**src/rtl/brc_pkg.sv**
```systemverilog
package brc_pkg;
  typedef enum logic [1:0] {
    ST_IDLE = 2'd0,
    ST_WAIT = 2'd1,
    ST_HOLD = 2'd2,
    ST_EXC  = 2'd3
  } brc_state_e;
endpackage

```
**src/rtl/brc_pin_sync.sv**
```systemverilog
module brc_pin_sync #(
  parameter int SYNC_STAGES  = 2,
  parameter int QUAL_SAMPLES = 2
) (
  input  logic clk_i,
  input  logic rst_ni,
  input  logic pin_ni,
  output logic pin_high_o,
  output logic req_o
);
  localparam int HW = QUAL_SAMPLES - 1;

  logic [SYNC_STAGES-1:0] sync_q;
  logic [HW-1:0]          hist_q;

  always_ff @(posedge clk_i or negedge rst_ni) begin
    if (!rst_ni) sync_q <= '1;
    else         sync_q <= {sync_q[SYNC_STAGES-2:0], pin_ni};
  end

  // older synchronized samples used for qualification
  generate
    if (HW == 1) begin : g_hist_one
      always_ff @(posedge clk_i or negedge rst_ni) begin
        if (!rst_ni) hist_q <= '1;
        else         hist_q <= sync_q[SYNC_STAGES-1];
      end
    end else begin : g_hist_many
      always_ff @(posedge clk_i or negedge rst_ni) begin
        if (!rst_ni) hist_q <= '1;
        else         hist_q <= {hist_q[HW-2:0], sync_q[SYNC_STAGES-1]};
      end
    end
  endgenerate

  assign pin_high_o = sync_q[SYNC_STAGES-1];
  assign req_o      = ~sync_q[SYNC_STAGES-1] & ~(|hist_q);
endmodule

```
**src/rtl/brc_hold_cnt.sv**
```systemverilog
module brc_hold_cnt #(
  parameter int MIN_HOLD = 16
) (
  input  logic clk_i,
  input  logic rst_ni,
  input  logic clear_i,
  input  logic en_i,
  output logic done_o
);
  localparam int CW = $clog2(MIN_HOLD + 1);
  localparam logic [CW-1:0] LAST = CW'(MIN_HOLD - 1);

  logic [CW-1:0] cnt_q;

  assign done_o = (cnt_q >= LAST);

  always_ff @(posedge clk_i or negedge rst_ni) begin
    if (!rst_ni)                cnt_q <= '0;
    else if (clear_i)           cnt_q <= '0;
    else if (en_i && !done_o)   cnt_q <= cnt_q + 1'b1;
  end
endmodule

```
**src/rtl/brc_seq.sv**
```systemverilog
module brc_seq
  import brc_pkg::*;
(
  input  logic clk_i,
  input  logic rst_ni,
  input  logic req_i,
  input  logic pin_high_i,
  input  logic bus_active_i,
  input  logic cycle_done_i,
  input  logic hold_done_i,
  output logic core_rst_o,
  output logic exc_o,
  output logic hold_clr_o,
  output logic capture_o
);
  brc_state_e state_q, state_d;
  logic       cycle_end;
  logic       release_ok;

  assign cycle_end  = ~bus_active_i | cycle_done_i;
  assign release_ok = hold_done_i & pin_high_i;

  always_comb begin
    state_d = state_q;
    unique case (state_q)
      ST_IDLE: if (req_i) state_d = cycle_end ? ST_HOLD : ST_WAIT;
      ST_WAIT: if (cycle_end) state_d = ST_HOLD;   // committed, pin ignored
      ST_HOLD: if (release_ok) state_d = ST_EXC;
      ST_EXC:  state_d = ST_IDLE;
      default: state_d = ST_IDLE;
    endcase
  end

  always_ff @(posedge clk_i or negedge rst_ni) begin
    if (!rst_ni) state_q <= ST_IDLE;
    else         state_q <= state_d;
  end

  assign core_rst_o = (state_q == ST_HOLD);
  assign exc_o      = (state_q == ST_EXC);
  assign hold_clr_o = (state_q != ST_HOLD);
  assign capture_o  = (state_q == ST_HOLD) & release_ok;
endmodule

```
**src/rtl/brc_mode_latch.sv**
```systemverilog
module brc_mode_latch #(
  parameter int W = 4
) (
  input  logic         clk_i,
  input  logic         rst_ni,
  input  logic         capture_i,
  input  logic [W-1:0] d_i,
  output logic [W-1:0] q_o
);
  always_ff @(posedge clk_i or negedge rst_ni) begin
    if (!rst_ni)        q_o <= '0;
    else if (capture_i) q_o <= d_i;
  end
endmodule

```
**src/rtl/bus_reset_ctrl.sv**
```systemverilog
module bus_reset_ctrl #(
  parameter int SYNC_STAGES  = 2,
  parameter int QUAL_SAMPLES = 2,
  parameter int MIN_HOLD     = 16,
  parameter int MODE_W       = 4
) (
  input  logic              clk_i,
  input  logic              rst_ni,
  input  logic              ext_rst_ni,
  input  logic              bus_active_i,
  input  logic              cycle_done_i,
  input  logic [MODE_W-1:0] mode_sel_i,
  output logic              core_rst_o,
  output logic              rst_exc_o,
  output logic [MODE_W-1:0] mode_cfg_o
);
  logic pin_high, req, hold_done, hold_clr, capture;

  brc_pin_sync #(
    .SYNC_STAGES (SYNC_STAGES),
    .QUAL_SAMPLES(QUAL_SAMPLES)
  ) u_sync (
    .clk_i     (clk_i),
    .rst_ni    (rst_ni),
    .pin_ni    (ext_rst_ni),
    .pin_high_o(pin_high),
    .req_o     (req)
  );

  brc_hold_cnt #(.MIN_HOLD(MIN_HOLD)) u_cnt (
    .clk_i  (clk_i),
    .rst_ni (rst_ni),
    .clear_i(hold_clr),
    .en_i   (core_rst_o),
    .done_o (hold_done)
  );

  brc_seq u_seq (
    .clk_i       (clk_i),
    .rst_ni      (rst_ni),
    .req_i       (req),
    .pin_high_i  (pin_high),
    .bus_active_i(bus_active_i),
    .cycle_done_i(cycle_done_i),
    .hold_done_i (hold_done),
    .core_rst_o  (core_rst_o),
    .exc_o       (rst_exc_o),
    .hold_clr_o  (hold_clr),
    .capture_o   (capture)
  );

  brc_mode_latch #(.W(MODE_W)) u_mode (
    .clk_i    (clk_i),
    .rst_ni   (rst_ni),
    .capture_i(capture),
    .d_i      (mode_sel_i),
    .q_o      (mode_cfg_o)
  );
endmodule

```
**config.mk**
```make
export PLATFORM = sky130hd
export DESIGN_NAME = bus_reset_ctrl
export DESIGN_NICKNAME = d
export VERILOG_FILES = /design/src/rtl/brc_pkg.sv /design/src/rtl/brc_pin_sync.sv /design/src/rtl/brc_hold_cnt.sv /design/src/rtl/brc_seq.sv /design/src/rtl/brc_mode_latch.sv /design/src/rtl/bus_reset_ctrl.sv
export SDC_FILE = /design/constraint.sdc
export NUM_CORES = 1
export LEC_CHECK = 0
export CAP_MARGIN = 10
export CORE_MARGIN = 10
export CORE_UTILIZATION = 41
export DETAILED_ROUTE_END_ITERATION = 10
export PLACE_DENSITY = 0.73
export SKIP_CTS_REPAIR_TIMING = 1
export SLEW_MARGIN = 20
export SYNTH_ARGS = -nofsm -noshare
export SYNTH_HDL_FRONTEND = slang
export SYNTH_HIERARCHICAL = 1
export SYNTH_SLANG_ARGS = --single-unit
```
**constraint.sdc**
```tcl
create_clock -name clk_i -period 5.1 [get_ports clk_i]
set_clock_uncertainty 0.2 [all_clocks]
set_input_delay 1.02 -clock clk_i [delete_from_list [all_inputs] [get_ports clk_i]]
set_output_delay 1.02 -clock clk_i [all_outputs]
set_load 0.03 [all_outputs]
```
==> results.sh, run 1 <==
export IMPL_cts_root_buffer="clkbuf_4"
export IMPL_cts_buffers=3
export IMPL_initial_core_util_pct=43.44
export IMPL_floorplan_rows=15
export IMPL_p_clk_share_pct=20.0
export IMPL_r2r_cells=9
export IMPL_post_synth_top_count_cell="dfrtp_1"
export IMPL_fin_setup_tns_ps=0
export IMPL_synthSimpleGateAreaFrac_pct=15.84
export IMPL_syn_nets=83
export IMPL_setup_violations=0
export IMPL_cp_cell_sequence="inv_1 -> ha_1 -> clkdlybuf4s50_1"
export IMPL_drc=0
export IMPL_max_stage_delay_ps=710
export IMPL_crit_path_max_fanout=6
export IMPL_power_density_nw_per_um2=412.7
export IMPL_dieArea_um2=3970
export IMPL_reg2reg_to="u_seq/state_q[0]$_DFFE_PN0P_"
export IMPL_syn_avg_cell_area_um2=11.49
export IMPL_ant_nets=0
export IMPL_irDropWorstVdd_mv=0.1773
export IMPL_io_pins=15
export IMPL_first_pass_iters=4
export IMPL_clk_path_buf_depth=2
export IMPL_p_seq_share_pct=35.2
export IMPL_hold_viol_final=0
export IMPL_yosysTopAreaCell="dfrtp_1"
export IMPL_nets=101
export IMPL_hp_start="u_sync/sync_q[0]$_DFF_PN1_"
export IMPL_overflow=0
export IMPL_worst_pin_slew_ps=626.0
export IMPL_syn_inst=66
export IMPL_first_global_vias=578
export IMPL_fp_dieH_um=63.01
export IMPL_p_leak_nw=0.4585
export IMPL_whs_ps=160.9
export IMPL_layout_drive_gt1_share_pct=20.48
export IMPL_synth_compound_area_share_pct=9.571
export IMPL_synth_mux_area_share_pct=11.22
export IMPL_maxSlewHeadroom_pct=58.14
export IMPL_dpl_hpwl_um=1093
export IMPL_synth_top_area_share_pct=36.30
export IMPL_slew_violations=0
export IMPL_synth_common_cells="11 x dfrtp_1, 9 x nor2_1, 8 x ha_1"
export IMPL_internal_power_mw=0.2529
export IMPL_gp_congestion=0.7032
export IMPL_dr_total_vias=527
export IMPL_p_switching_mw=0.1443
export IMPL_synth_edf_count=0
export IMPL_synth_area_um2=758.2
export IMPL_swShare_pct=36.33
export IMPL_clk_latency_ps=280
export IMPL_fin_crit_ps=3050
export IMPL_num_antenna_cells=0
export IMPL_rsz0062_at_grt="false"
export IMPL_syn_to_final_growth_pct=26.90
export IMPL_cts_tree="yes"
export IMPL_holdPathEnd="u_sync/sync_q[1]$_DFF_PN1_"
export IMPL_hold_depth=0
export IMPL_crit_arrival_ps=1830
export IMPL_yosys_top_cells_area="dfrtp_1 36%, ha_1 13%, dfstp_2 10%"
export IMPL_cp_startpoint="u_seq/state_q[0]$_DFFE_PN0P_"
export IMPL_port_buffer_count=14
export IMPL_path_clk_slew_ps=90
export IMPL_die_x_um=63.01
export IMPL_required_ps=3880
export IMPL_h_tree_depth=1
export IMPL_core_area_um2=1745
export IMPL_grt_pass1_wl_um=2484
export IMPL_worstSetupStartpointType="register"
export IMPL_synth_xor_area_share_pct=0
export IMPL_post_route_period_util_pct=59.80
export IMPL_grt_max_degree=15
export IMPL_crit_path_end_kind="output port"
export IMPL_synth_flop_cell="dfrtp_1"
export IMPL_cap_violations=0
export IMPL_ys_seq_area_share_pct=46.70
export IMPL_critical_path_slowest_cell="clkdlybuf4s50_1"
export IMPL_wl_um=1382
export IMPL_outcome="finished, final reports clean"
export IMPL_synth_fa_ha_area_share_pct=13.20
export IMPL_hp_class="register to register"
export IMPL_path_class="register to output port"
export IMPL_fillCellCount=160
export IMPL_postSynth_asyncResetShare_pct=100.0
export IMPL_synth_top_family_by_area="simple AND/OR/NAND/NOR gates"
export IMPL_vias_per_cell=4.880
export IMPL_wl_per_cell_um=12.80
export IMPL_antenna_found_initial=0
export IMPL_timing_fmax_ghz=0.3279
export IMPL_pwr_share_comb_pct=44.8
export IMPL_timing_rr_start="u_cnt/cnt_q[0]$_DFFE_PN0P_"
export IMPL_synth_seq_cells=14
export IMPL_grtUsageTotal_pct=7.692
export IMPL_ys_warn_count=6
export IMPL_regToRegSetupSlack_ps=2930
export IMPL_synthDistinctLibCells=25
export IMPL_clkSinkCount=14
export IMPL_drt_initial_drc_count=17
layer usage:
layer  part of all wire [%]  wire length (um)  GRT usage [%]
met3                    6.9                95          4.301
met2                     50               697          12.82
met5                      0                 0              0
met1                     43               589          7.653
met4                      0                 0          3.352
state kept, by name, summed over array words and instances (netlist names):
signal	count
u_sync/hist_q	1
u_sync/sync_q	2
u_mode/q_o	4
u_seq/state_q	2
u_cnt/cnt_q	5
power groups by stage:
stage          clock [mW]  combinational [mW]  sequential [mW]
2_1_floorplan           0               0.138            0.139
3_3_place_gp            0               0.177            0.142
3_5_place_dp            0               0.178            0.142
4_1_cts            0.0844               0.180            0.140
5_1_grt            0.0897               0.198            0.143
6_report           0.0794               0.178            0.140
per-stage QoR:
stage                     total power, mW  worst slack [ps]  instances  util (%)  area [um2]
final                              0.3971              2050        108     55.13       962.2
after floorplan                    0.2771              2965         66         -       758.2
after global placement             0.3184              2372        104     53.05       925.9
after global routing               0.4312              1915        108     55.13       962.2
after detailed placement           0.3205              2338        104     53.05       925.9
after CTS                          0.4044              2010        108     55.13       962.2
logic make-up (layout without fill, tap and decap cells):
family,Yosys count,in the layout
adder cells (fa/ha/maj),8,8
AND/OR/NAND/NOR,21,21
flip-flops,14,14
AO/OA/AOI/OAI,9,9
multiplexers,7,7
buffers and inverters,7,24
how the worst max path moves through the flow:
stage	endpoint	slack [ps]	cells past startpoint
after floorplan	core_rst_o	2960	2
after global placement	core_rst_o	2370	3
after detailed placement	core_rst_o	2340	3
after CTS	core_rst_o	2010	3
after global routing	core_rst_o	1920	3
final	core_rst_o	2050	3
cell usage in the layout, fill, tap and decap left out, types with 2 or more instances in the layout:
cell type	synthesis	layout
and3_1	2	2
clkbuf_4	0	3
clkdlybuf4s50_1	0	14
dfrtp_1	11	11
dfstp_2	3	3
ha_1	8	8
inv_1	6	6
mux2_2	4	4
mux2_4	2	2
nand2_1	2	2
nand2b_1	3	3
nor2_1	9	9
nor2b_1	2	2
final cells by class:
type	count	area (um2)	share of cell area, %
Tap cell	25	31.28	3.251
Multi-Input combinational cell	45	377.9	39.27
Inverter	6	22.52	2.341
Timing Repair Buffer	14	140.1	14.56
Sequential cell	14	354.1	36.80
Clock buffer	4	36.28	3.771
critical path: cells and delay by family (launching register included):
family | cells | cell delay [ps]
adders and majority gates | 1 | 280
DFF | 1 | 420
buffers and inverters | 2 | 850
Note: power is estimated with default switching activity, not from simulation.
==> run 2: changes to the inputs <==
==> constraint.sdc (replaced) <==
create_clock -name clk_i -period 3 [get_ports clk_i]
set_clock_uncertainty 0.2 [all_clocks]
set_input_delay 0.6 -clock clk_i [delete_from_list [all_inputs] [get_ports clk_i]]
set_output_delay 0.6 -clock clk_i [all_outputs]
set_load 0.03 [all_outputs]
==> run 2 against run 1 <==
  * Non-clock buffer count unchanged
  * Design area unchanged
  * Global-route usage up 0.098 points
  * Largest power group unchanged
  * Utilization unchanged
  * Wire length up 5.2%
  * Critical path depth unchanged
  * Worst hold slack worse by 5.4 ps
  * Sequential cell count unchanged
==> results.sh, run 2 (synthesized netlist as in run 1, its figures left out) <==
export IMPL_outcome="finished, final reports clean"
export IMPL_setup_violations=0
export IMPL_power_density_nw_per_um2=714.5
export IMPL_crit_arrival_ps=1880
export IMPL_floorplan_rows=15
export IMPL_required_ps=2200
export IMPL_gp_congestion=0.7253
export IMPL_wl_per_cell_um=13.46
export IMPL_top_regs="u_cnt/cnt_q (5), u_mode/q_o (4)"
export IMPL_grt_max_degree=15
export IMPL_power_mw=0.6875
export IMPL_cp_cell_sequence="inv_1 -> ha_1 -> clkdlybuf4s50_1"
export IMPL_cts_buffers=3
export IMPL_maxSlewHeadroom_pct=59.72
export IMPL_dpl_hpwl_um=1135
export IMPL_fillCellCount=164
export IMPL_crit_path_end_kind="output port"
export IMPL_largest_register="u_cnt/cnt_q"
export IMPL_critical_path_slowest_cell="clkdlybuf4s50_1"
export IMPL_io_pins=15
export IMPL_final_common_cell="clkdlybuf4s50_1"
export IMPL_hold_viol_final=0
export IMPL_irDropWorstVdd_mv=0.3849
export IMPL_worstSetupStartpointType="register"
export IMPL_finalInstanceArea_um2=962.2
export IMPL_crit_path_max_fanout=6
export IMPL_path_class="register to output port"
export IMPL_timing_fmax_ghz=0.3732
export IMPL_worst_pin_slew_ps=602.3
export IMPL_rsz0062_at_grt="false"
export IMPL_setup_ws_ps=320.5
export IMPL_dr_total_vias=532
export IMPL_drt_initial_drc_count=6
export IMPL_cts_root_buffer="clkbuf_4"
export IMPL_clk_latency_ps=280
export IMPL_first_pass_iters=4
export IMPL_syn_to_final_growth_pct=26.90
export IMPL_multi_input_area_um2=377.9
export IMPL_post_route_period_util_pct=89.32
export IMPL_largest_reg_flops=5
export IMPL_post_place_ws_ps=636.7
export IMPL_overflow=0
export IMPL_nets=101
export IMPL_port_buffer_count=14
export IMPL_fin_setup_tns_ps=0
export IMPL_h_tree_depth=1
export IMPL_path_clk_slew_ps=90
export IMPL_initial_core_util_pct=43.44
export IMPL_grtUsageTotal_pct=7.790
export IMPL_fp_dieH_um=63.01
export IMPL_hp_class="register to register"
export IMPL_antenna_found_initial=0
export IMPL_core_area_um2=1745
export IMPL_slew_violations=0
export IMPL_wl_um=1454
export IMPL_drc=0
export IMPL_p_leak_nw=0.4585
export IMPL_first_global_vias=575
export IMPL_num_antenna_cells=0
export IMPL_cap_violations=0
export IMPL_max_stage_delay_ps=740
export IMPL_clk_path_buf_depth=2
export IMPL_layout_common_cells="14 x clkdlybuf4s50_1, 11 x dfrtp_1, 9 x nor2_1"
export IMPL_dpl_cell_area_um2=925.9
export IMPL_clkSinkCount=14
export IMPL_ant_nets=0
export IMPL_die_x_um=63.01
export IMPL_vias_per_cell=4.926
export IMPL_cts_tree="yes"
export IMPL_ff_latch_area_um2=354.1
export IMPL_layout_drive_gt1_share_pct=20.48
export IMPL_dieArea_um2=3970
export IMPL_grt_pass1_wl_um=2553
export IMPL_fin_crit_ps=2679
-- run 2: layer usage --
layer | GRT usage, % | wire [um] | up-vias
li1 | - | - | 259
met1 | 8.028 | 600 | 254
met2 | 11.93 | 698 | 17
met3 | 5.556 | 133 | 2
met4 | 3.073 | 21 | 0
met5 | 0 | 0 | -
-- run 2: metrics by stage --
step           hold slack (ps)  util (%)  std cells
2_1_floorplan            104.4         -         66
3_3_place_gp             147.3     53.05        104
3_5_place_dp             147.2     53.05        104
4_1_cts                  167.8     55.13        108
5_1_grt                  176.2     55.13        108
6_report                 155.5     55.13        108
-- run 2: path summary, 6_finish.rpt --
check,endpoint,from,slack (ps),depth (start not counted)
hold / removal,u_sync/sync_q[1]$_DFF_PN1_,u_sync/sync_q[0]$_DFF_PN1_,160,0
setup reg to reg,u_seq/state_q[0]$_DFFE_PN0P_,u_cnt/cnt_q[0]$_DFFE_PN0P_,850,9
min in group asynchronous,u_cnt/cnt_q[4]$_DFFE_PN0P_,rst_ni,500,1
max in group asynchronous,u_cnt/cnt_q[3]$_DFFE_PN0P_,rst_ni,1720,1
setup / recovery,core_rst_o,u_seq/state_q[0]$_DFFE_PN0P_,320,3
hold reg to reg,u_sync/sync_q[1]$_DFF_PN1_,u_sync/sync_q[0]$_DFF_PN1_,160,0
-- run 2: area by class of cell --
cell class | instances | area share [%]
Tap cell | 25 | 3.251
Timing Repair Buffer | 14 | 14.56
Sequential cell | 14 | 36.80
Clock buffer | 4 | 3.771
Inverter | 6 | 2.341
Multi-Input combinational cell | 45 | 39.27
-- run 2: worst max-delay path: cells and delay by family (launching register included) --
| kind | cells | cell delay, ps |
|---|---|---|
| buffers and inverters | 2 | 890 |
| adders and majority gates | 1 | 290 |
| DFF | 1 | 420 |
-- run 2: power breakdown --
group | switching, mW | leakage [nW] | total [mW] | internal (mW)
Clock | 0.0610 | 0.0210 | 0.135 | 0.0738
Combinational | 0.170 | 0.257 | 0.313 | 0.143
Sequential | 0.0253 | 0.181 | 0.240 | 0.214
==> run 3: changes to the inputs <==
--- a/config.mk
+++ b/config.mk
@@ -7,9 +7,9 @@
 export LEC_CHECK = 0
 export CAP_MARGIN = 10
 export CORE_MARGIN = 10
-export CORE_UTILIZATION = 41
+export CORE_UTILIZATION = 35
 export DETAILED_ROUTE_END_ITERATION = 10
-export PLACE_DENSITY = 0.73
+export PLACE_DENSITY = 0.65
 export SKIP_CTS_REPAIR_TIMING = 1
 export SLEW_MARGIN = 20
 export SYNTH_ARGS = -nofsm -noshare
==> constraint.sdc (replaced) <==
create_clock -name clk_i -period 3.5 [get_ports clk_i]
set_clock_uncertainty 0.2 [all_clocks]
set_input_delay 0.7 -clock clk_i [delete_from_list [all_inputs] [get_ports clk_i]]
set_output_delay 0.7 -clock clk_i [all_outputs]
set_load 0.03 [all_outputs]
==> run 3 against run 2 <==
  * Register-to-register slack gained 520 ps
  * Sequential cell count is the same
  * Utilization shrank 6.9 points
  * Critical path depth is the same
  * Final cell count grew 1.9%
  * Wire length shrank 8.5%
  * Non-clock buffer count is the same
  * Sequential share of layout area shrank 0.095 points
  * Largest cell class unchanged
==> results.sh, run 3 (synthesized netlist as in run 1, its figures left out) <==
export IMPL_outcome="finished, final reports clean"
export IMPL_nets=101
export IMPL_max_stage_delay_ps=710
export IMPL_required_ps=2600
export IMPL_first_global_vias=517
export IMPL_layout_common_cells="14 x clkdlybuf4s50_1, 11 x dfrtp_1, 9 x nor2_1"
export IMPL_r2r_cells=9
export IMPL_crit_path_max_fanout=6
export IMPL_gp_congestion=0.7875
export IMPL_slew_violations=0
export IMPL_core_area_um2=2002
export IMPL_first_pass_iters=3
export IMPL_whs_ps=159.3
export IMPL_h_tree_depth=1
export IMPL_path_clk_slew_ps=80
export IMPL_final_common_cell="clkdlybuf4s50_1"
export IMPL_cp_cell_sequence="inv_1 -> ha_1 -> clkdlybuf4s50_1"
export IMPL_port_buffer_count=14
export IMPL_postLayoutCoreUtil_pct=48.19
export IMPL_clkSinkCount=14
export IMPL_antenna_found_initial=0
export IMPL_irDropWorstVdd_mv=0.2408
export IMPL_overflow=0
export IMPL_rsz0062_at_grt="false"
export IMPL_top_regs="u_cnt/cnt_q (5), u_mode/q_o (4)"
export IMPL_timing_fmax_ghz=0.3716
export IMPL_dpl_cell_area_um2=928.4
export IMPL_dr_total_vias=505
export IMPL_dpl_hpwl_um=1048
export IMPL_grtUsageTotal_pct=6.610
export IMPL_cp_depth=3
export IMPL_cpLargestDelayFamily="buffers and inverters"
export IMPL_clk_path_buf_depth=2
export IMPL_ff_latch_area_um2=354.1
export IMPL_fp_dieH_um=66.55
export IMPL_dieArea_um2=4428
export IMPL_critical_path_buf_inv_count=2
export IMPL_syn_to_final_growth_pct=27.23
export IMPL_setup_violations=0
export IMPL_crit_path_end_kind="output port"
export IMPL_io_pins=15
export IMPL_cts_tree="yes"
export IMPL_finalInstanceArea_um2=964.7
export IMPL_wl_per_cell_um=12.10
export IMPL_post_route_period_util_pct=76.90
export IMPL_drt_initial_drc_count=14
export IMPL_worstSetupStartpointType="register"
export IMPL_largest_reg_flops=5
export IMPL_fin_setup_tns_ps=0
export IMPL_cap_violations=0
export IMPL_multi_input_area_um2=377.9
export IMPL_grt_pass1_wl_um=2290
export IMPL_drc=0
export IMPL_cts_root_buffer="clkbuf_4"
export IMPL_fin_crit_ps=2691
export IMPL_largest_register="u_cnt/cnt_q"
export IMPL_worst_pin_slew_ps=578.1
export IMPL_hold_depth=0
export IMPL_p_leak_nw=0.4585
export IMPL_num_antenna_cells=0
export IMPL_grt_max_degree=15
export IMPL_critical_path_slowest_cell="clkdlybuf4s50_1"
export IMPL_crit_arrival_ps=1790
export IMPL_floorplan_rows=16
export IMPL_maxSlewHeadroom_pct=61.34
export IMPL_wl_um=1331
export IMPL_hold_viol_final=0
export IMPL_path_class="register to output port"
export IMPL_power_mw=0.5725
export IMPL_vias_per_cell=4.591
export IMPL_power_density_nw_per_um2=593.4
export IMPL_clk_latency_ps=270
export IMPL_ant_nets=0
export IMPL_hp_class="register to register"
export IMPL_layout_drive_gt1_share_pct=20.48
export IMPL_die_x_um=66.55
export IMPL_fillCellCount=190
export IMPL_cts_buffers=3
export IMPL_initial_core_util_pct=37.87
-- run 3: worst reg2reg max path, cell delays in order, from the launching register on --
cell and delay, ps:
dfrtp_1 440, ha_1 240, and3_1 150, ha_1 170
nor2_1 200, nand2_1 90, nand2_1 90, a22o_1 190
a31oi_2 60, o22a_1 200
-- run 3: worst paths after layout --
path | from | to | slack, ps
min reg2reg | u_sync/sync_q[0]$_DFF_PN1_ | u_sync/sync_q[1]$_DFF_PN1_ | 160
max reg2reg | u_cnt/cnt_q[0]$_DFFE_PN0P_ | u_seq/state_q[0]$_DFFE_PN0P_ | 1370
max in group asynchronous | rst_ni | u_cnt/cnt_q[1]$_DFFE_PN0P_ | 2130
max | u_seq/state_q[0]$_DFFE_PN0P_ | core_rst_o | 810
min | u_sync/sync_q[0]$_DFF_PN1_ | u_sync/sync_q[1]$_DFF_PN1_ | 160
min in group asynchronous | rst_ni | u_cnt/cnt_q[0]$_DFFE_PN0P_ | 600
-- run 3: routing by layer --
metal	routed length (um)	track usage, %	vias to the layer above	share of wire, %
li1	-	-	263	-
met1	653	8.031	232	49
met2	607	9.716	8	46
met3	36	0.8361	2	2.7
met4	34	6.283	0	2.6
met5	0	0	-	0
-- run 3: layout make-up --
| type | count | share of cell area (%) |
|---|---|---|
| Clock buffer | 4 | 3.761 |
| Inverter | 6 | 2.335 |
| Multi-Input combinational cell | 45 | 39.17 |
| Sequential cell | 14 | 36.71 |
| Tap cell | 27 | 3.502 |
| Timing Repair Buffer | 14 | 14.53 |
-- run 3: metrics by stage --
| step | worst slack [ps] | instances |
|---|---|---|
| floorplan | 1557 | 66 |
| global placement | 1114 | 106 |
| detailed placement | 1081 | 106 |
| CTS | 770.8 | 110 |
| global route | 710.9 | 110 |
| finish | 808.7 | 110 |
-- run 3: where the power goes --
group,internal [mW],total (mW),switching (mW)
combinational,0.121,0.258,0.136
clock,0.0632,0.110,0.0468
sequential,0.184,0.205,0.0212
total,0.368,0.572,0.204
